===== config.mk =====
export PLATFORM = sky130hd
export DESIGN_NAME = sec_rtc
export DESIGN_NICKNAME = d
export VERILOG_FILES = /design/src/rtl/sec_rtc.sv
export SDC_FILE = /design/constraint.sdc
export NUM_CORES = 1
export LEC_CHECK = 0
export BUFFER_PORTS_ARGS = -buffer_cell sky130_fd_sc_hd__buf_2
export CAP_MARGIN = 20
export CORE_MARGIN = 5
export CORE_UTILIZATION = 38
export CTS_BUF_LIST = sky130_fd_sc_hd__clkbuf_2
export DETAILED_ROUTE_END_ITERATION = 6
export PLACE_DENSITY_LB_ADDON = 0.08
export SYNTH_ARGS = -nofsm -noshare
export SYNTH_HDL_FRONTEND = slang
export SYNTH_SLANG_ARGS = --single-unit

===== constraint.sdc =====
create_clock -name clk -period 6.6 [get_ports clk]
set_input_delay 1.32 -clock clk [delete_from_list [all_inputs] [get_ports clk]]
set_output_delay 1.32 -clock clk [all_outputs]
set_load 0.005 [all_outputs]

===== src/rtl/sec_rtc.sv =====
module sec_rtc #(
  parameter int CLKS_PER_SEC = 32768
) (
  input  logic        clk,
  input  logic        rst_n,
  input  logic        wr_en,
  input  logic        rd_en,
  input  logic [11:0] addr,
  input  logic [31:0] wdata,
  output logic [31:0] rdata,
  output logic        irq
);
  localparam int PW = (CLKS_PER_SEC > 1) ? $clog2(CLKS_PER_SEC) : 1;
  localparam logic [PW-1:0] PRE_LAST = PW'(CLKS_PER_SEC - 1);

  localparam logic [11:0] A_COUNT = 12'h000;
  localparam logic [11:0] A_ALARM = 12'h004;
  localparam logic [11:0] A_LOAD  = 12'h008;
  localparam logic [11:0] A_CTRL  = 12'h00C;
  localparam logic [11:0] A_EN    = 12'h010;
  localparam logic [11:0] A_RAW   = 12'h014;
  localparam logic [11:0] A_MASKD = 12'h018;
  localparam logic [11:0] A_CLR   = 12'h01C;

  logic [PW-1:0] pre;
  logic [31:0]   cnt, alarm, load_val;
  logic          en, raw;

  logic          tick, w_alarm, w_load, w_en, w_clr, alarm_evt;
  logic [31:0]   cnt_nxt, alarm_nxt;

  assign tick    = (pre == PRE_LAST);
  assign w_alarm = wr_en && addr == A_ALARM;
  assign w_load  = wr_en && addr == A_LOAD;
  assign w_en    = wr_en && addr == A_EN;
  assign w_clr   = wr_en && addr == A_CLR;

  assign cnt_nxt   = w_load ? wdata : (tick ? cnt + 32'd1 : cnt);
  assign alarm_nxt = w_alarm ? wdata : alarm;
  assign alarm_evt = (cnt_nxt == alarm_nxt) && (tick || w_load || w_alarm);

  always_ff @(posedge clk) begin
    if (!rst_n) begin
      pre      <= '0;
      cnt      <= '0;
      alarm    <= '0;
      load_val <= '0;
      en       <= 1'b0;
      raw      <= 1'b0;
    end else begin
      pre   <= (w_load || tick) ? '0 : pre + 1'b1;
      cnt   <= cnt_nxt;
      alarm <= alarm_nxt;
      if (w_load) load_val <= wdata;
      if (w_en)   en <= wdata[0];
      if (alarm_evt)  raw <= 1'b1;
      else if (w_clr) raw <= 1'b0;
    end
  end

  assign irq = raw & en;

  function automatic logic [7:0] id_byte(input logic [2:0] idx);
    case (idx)
      3'd0:    return 8'h31;
      3'd1:    return 8'h10;
      3'd2:    return 8'h14;
      3'd3:    return 8'h00;
      3'd4:    return 8'h0D;
      3'd5:    return 8'hF0;
      3'd6:    return 8'h05;
      default: return 8'hB1;
    endcase
  endfunction

  always_comb begin
    rdata = '0;
    if (rd_en) begin
      if (addr[11:5] == 7'h7F && addr[1:0] == 2'b00)
        rdata = {24'd0, id_byte(addr[4:2])};
      else
        case (addr)
          A_COUNT: rdata = cnt;
          A_ALARM: rdata = alarm;
          A_LOAD:  rdata = load_val;
          A_CTRL:  rdata = 32'd1;
          A_EN:    rdata = {31'd0, en};
          A_RAW:   rdata = {31'd0, raw};
          A_MASKD: rdata = {31'd0, irq};
          default: rdata = '0;
        endcase
    end
  end

  assert_tick_step_R1: assert property (@(posedge clk) disable iff (!rst_n)
    (tick && !w_load) |=> cnt == $past(cnt) + 32'd1);

  assert_load_takes_R2: assert property (@(posedge clk) disable iff (!rst_n)
    w_load |=> (cnt == $past(wdata) && load_val == $past(wdata)));

  assert_flag_sticky_R3: assert property (@(posedge clk) disable iff (!rst_n)
    (raw && !w_clr) |=> raw);

  assert_clear_works_R7: assert property (@(posedge clk) disable iff (!rst_n)
    (w_clr && !alarm_evt) |=> !raw);

  assert_irq_needs_enable_R6: assert property (@(posedge clk) disable iff (!rst_n)
    irq |-> (en && raw));
endmodule


==> run_results.csv <==
group,metric,value,unit
floorplan,die_w,150,um
critical_path,cp_data_arrival_time,3.82,ns
drt,viasPerCell,5.45,
sta,drv_slew,0,
global_routing,grt_max_degree,61,
critical_path,critPathCaptureType,"output port",
synthesis,ys_seq_elements,113,
clocking,cts_tree,"done",
synthesis,syn-mean-instance-area,7.42,um^2
layout,layout.nets,1102,
layout,syn2layout_area_growth,12.5,%
critical_path,worstSetupPathDepth,8,
layout,final_cell_mix,"nand2_1 (187), dfxtp_1 (113), nor2_1 (112)",
floorplan,die_y,150,um
critical_path,reg2reg_depth,10,
clocking,ctsHoldBuffers,0,
synthesis,ys.flop_type,"dfxtp_1",
drt,dr.pass1.iters,5,
sta,clock.fmax,195,MHz
synthesis,synthDistinctLibCells,63,
global_routing,antenna_found_initial,1,
global_routing,grt_use_total,21.6,%
clocking,max-clock-path-buffers,2,
global_routing,first_global_vias,6953,
critical_path,r2r_slack,2.73,ns
synthesis,synth_fp_nets,1049,
sta,setup_ws,1.46,ns
pwr,pwr_density_cell,160,mW/mm^2
critical_path,path_max_fanout,17,
synthesis,synth_edf_count,0,
drt,route.detailed.drc,0,
place,place_inst,1298,
critical_path,cp_num_buf_inv,3,
clocking,cts.reportedPaths.clkPinSlew,0.19,ns
layout,final_common_cell,"nand2_1",
critical_path,crit_path_top_delay_cell,"nor4_1",
critical_path,r2r-end,"raw$_SDFFE_PN0P_",
synthesis,ys_seq_area_share,30.5,%
flow_run,max-cap-violations,0,
sta,period_minus_slack,5.14,ns
synthesis,syn_inst,999,
run_status,outcome,"completed",
critical_path,critPathMaxStageDelay,0.60,ns
sta,slew_headroom,36.9,%
critical_path,critical_path.top_delay_family,"simple AND/OR/NAND/NOR gates",
place,portBuffers,80,
clocking,clock_sinks,113,
place,place_hpwl,16600,um
global_routing,gr-total-overflow,0,
place,pre_cts_ws,1.49,ns
drt,routed_wl,23900,um
layout,fill_cells,2071,
pwr,ir_drop,83.4,uV
critical_path,cp_data_required_time,5.28,ns
pwr,p_leak,3.30,nW
synthesis,yosys_warnings,0,
floorplan,num_rows,51,
layout,post-route-util,43.1,%
sta,hold_viol_final,0,
critical_path,cp-startpoint,"addr[9]",
critical_path,r2r_start,"pre[0]$_SDFF_PP0_",
sta,fin_setup_tns,0,ns
floorplan,boundaryPins,81,
global_routing,grt_pass1_wl,38200,um
critical_path,worstSetupEndpoint,"rdata[18]",
critical_path,path_common_cell,"buf_2",
critical_path,path_cells,"buf_2 -> nor4_1 -> and3_1 -> nor2b_1 -> nand2_1 -> buf_4 -> nor2_1 -> buf_2",
layout,fin_cells,1330,
floorplan,start_util,38.3,%
clocking,cts_resized,0,
sta,rsz0062_at_grt,"no",
sta,skew,0.0262,ns
drt,vias,7243,
layout,drive_gt1_share,12.7,%
sta,finalCritPeriodShare,77.8,%
clocking,htreeDepth,4,
clocking,cts_made_buffers,17,
drt,drt_iter0_drc,427,
sta,setup_viol,0,
place,routabilityCongestion,0.832,
critical_path,worst-setup-path-type,"primary input to output port",
sta,worst_pin_slew,0.943,ns
hold_path,worstHoldPathType,"flip-flop to flip-flop",
layout,stdcell_area,0.00834,mm^2
clocking,insertion_delay,0.71,ns
drt,ant_nets,0,
critical_path,worstSetupStartpointType,"primary input",
clocking,cts_root_buf,"clkbuf_2",
floorplan,coreArea,0.0193,mm^2
floorplan,dieArea,0.0224,mm^2
place,place_area,0.00806,mm^2
synthesis,async_flop_share,0,%
drt,wl_per_cell,18.0,um
synthesis,syn_area,0.00741,mm^2
clocking,cts_setup_buffers,0,
[per-stage QoR]
stage               hold WS (ns)  power, mW
floorplan                  0.430      0.740
global placement           0.447      0.784
detailed placement         0.458      0.784
CTS                        0.477       1.35
global route               0.489       1.39
finish                     0.475       1.33
[worst reg2reg max path: cells and delay by family (launching register included)]
| kind | cells | cell delay, ns |
|---|---|---|
| flip-flops | 1 | 0.41 |
| AND/OR/NAND/NOR | 4 | 2.05 |
| adder cells (fa/ha/maj) | 1 | 0.28 |
| multiplexers | 1 | 0.24 |
| AO/OA/AOI/OAI | 4 | 0.83 |
[kinds of logic after synthesis]
group                      synth area share [%]
buffers and inverters                      3.93
xor gates and xnor gates                   9.23
AOI/OAI and AO/OA                          22.5
adders and majority gates                 0.337
muxes                                      5.60
and+or+nand+nor                            27.8
DFF                                        30.5
[state kept, by name (all words and copies together) (netlist names)]
register / count
en: 1
cnt: 32
raw: 1
alarm: 32
pre: 15
load_val: 32
[layer usage]
layer | wire length (um) | global-route usage [%] | vias to the layer above
met4 | 353 | 5.08 | 0
met2 | 10900 | 34.8 | 154
li1 | - | - | 3642
met1 | 11700 | 30.2 | 3422
met5 | 0 | 0 | -
met3 | 1010 | 3.88 | 25
[final cells by class]
type                    count  area, um^2  area share (%)
well taps                 265         332            3.98
multi-input cells         809        4870            58.4
repair buffers             99         543            6.51
clock inverters            14         195            2.34
clock buffers              17        85.1            1.02
diodes                      1        2.50          0.0300
inverters                  12        45.0           0.540
flip-flops and latches    113        2260            27.1
[worst min path at each step]
stage | slack (ns) | start | end | cells past startpoint
after floorplan | 0.43 | pre[0]$_SDFF_PP0_ | pre[0]$_SDFF_PP0_ | 1
after global placement | 0.45 | pre[0]$_SDFF_PP0_ | pre[0]$_SDFF_PP0_ | 1
after detailed placement | 0.46 | load_val[22]$_SDFFE_PN0P_ | load_val[22]$_SDFFE_PN0P_ | 2
after CTS | 0.48 | load_val[13]$_SDFFE_PN0P_ | load_val[13]$_SDFFE_PN0P_ | 2
after global routing | 0.49 | load_val[6]$_SDFFE_PN0P_ | load_val[6]$_SDFFE_PN0P_ | 2
final | 0.47 | load_val[1]$_SDFFE_PN0P_ | load_val[1]$_SDFFE_PN0P_ | 2
[Yosys cell counts (6+ instances only)]
| master | number | area (um^2) |
|---|---|---|
| o211a_1 | 16 | 160 |
| nor2b_1 | 7 | 43.8 |
| and4_1 | 6 | 52.6 |
| a21boi_0 | 66 | 495 |
| nand3_1 | 30 | 150 |
| o21ai_0 | 32 | 160 |
| clkbuf_1 | 58 | 218 |
| nor2_1 | 112 | 420 |
| nor3_1 | 21 | 105 |
| inv_1 | 12 | 45.0 |
| o211ai_1 | 6 | 45.0 |
| a211oi_1 | 9 | 67.6 |
| nor4_1 | 11 | 68.8 |
| mux2i_1 | 37 | 370 |
| o22ai_1 | 10 | 62.6 |
| a31oi_1 | 7 | 43.8 |
| xnor2_1 | 46 | 403 |
| xor2_1 | 27 | 236 |
| dfxtp_1 | 113 | 2260 |
| nand4_1 | 20 | 125 |
| nand2_1 | 187 | 702 |
| a21oi_1 | 49 | 245 |
| or3_1 | 13 | 81.3 |
| a22oi_1 | 6 | 45.0 |
| and2_1 | 13 | 81.3 |
| and3_1 | 10 | 62.6 |
[where the power goes]
group          leakage, nW  switching [mW]  internal, mW
clock network        0.161           0.284         0.278
registers            0.910         0.00166         0.685
logic                 2.22          0.0541        0.0291
Note: power is estimated with default switching activity, not from simulation.
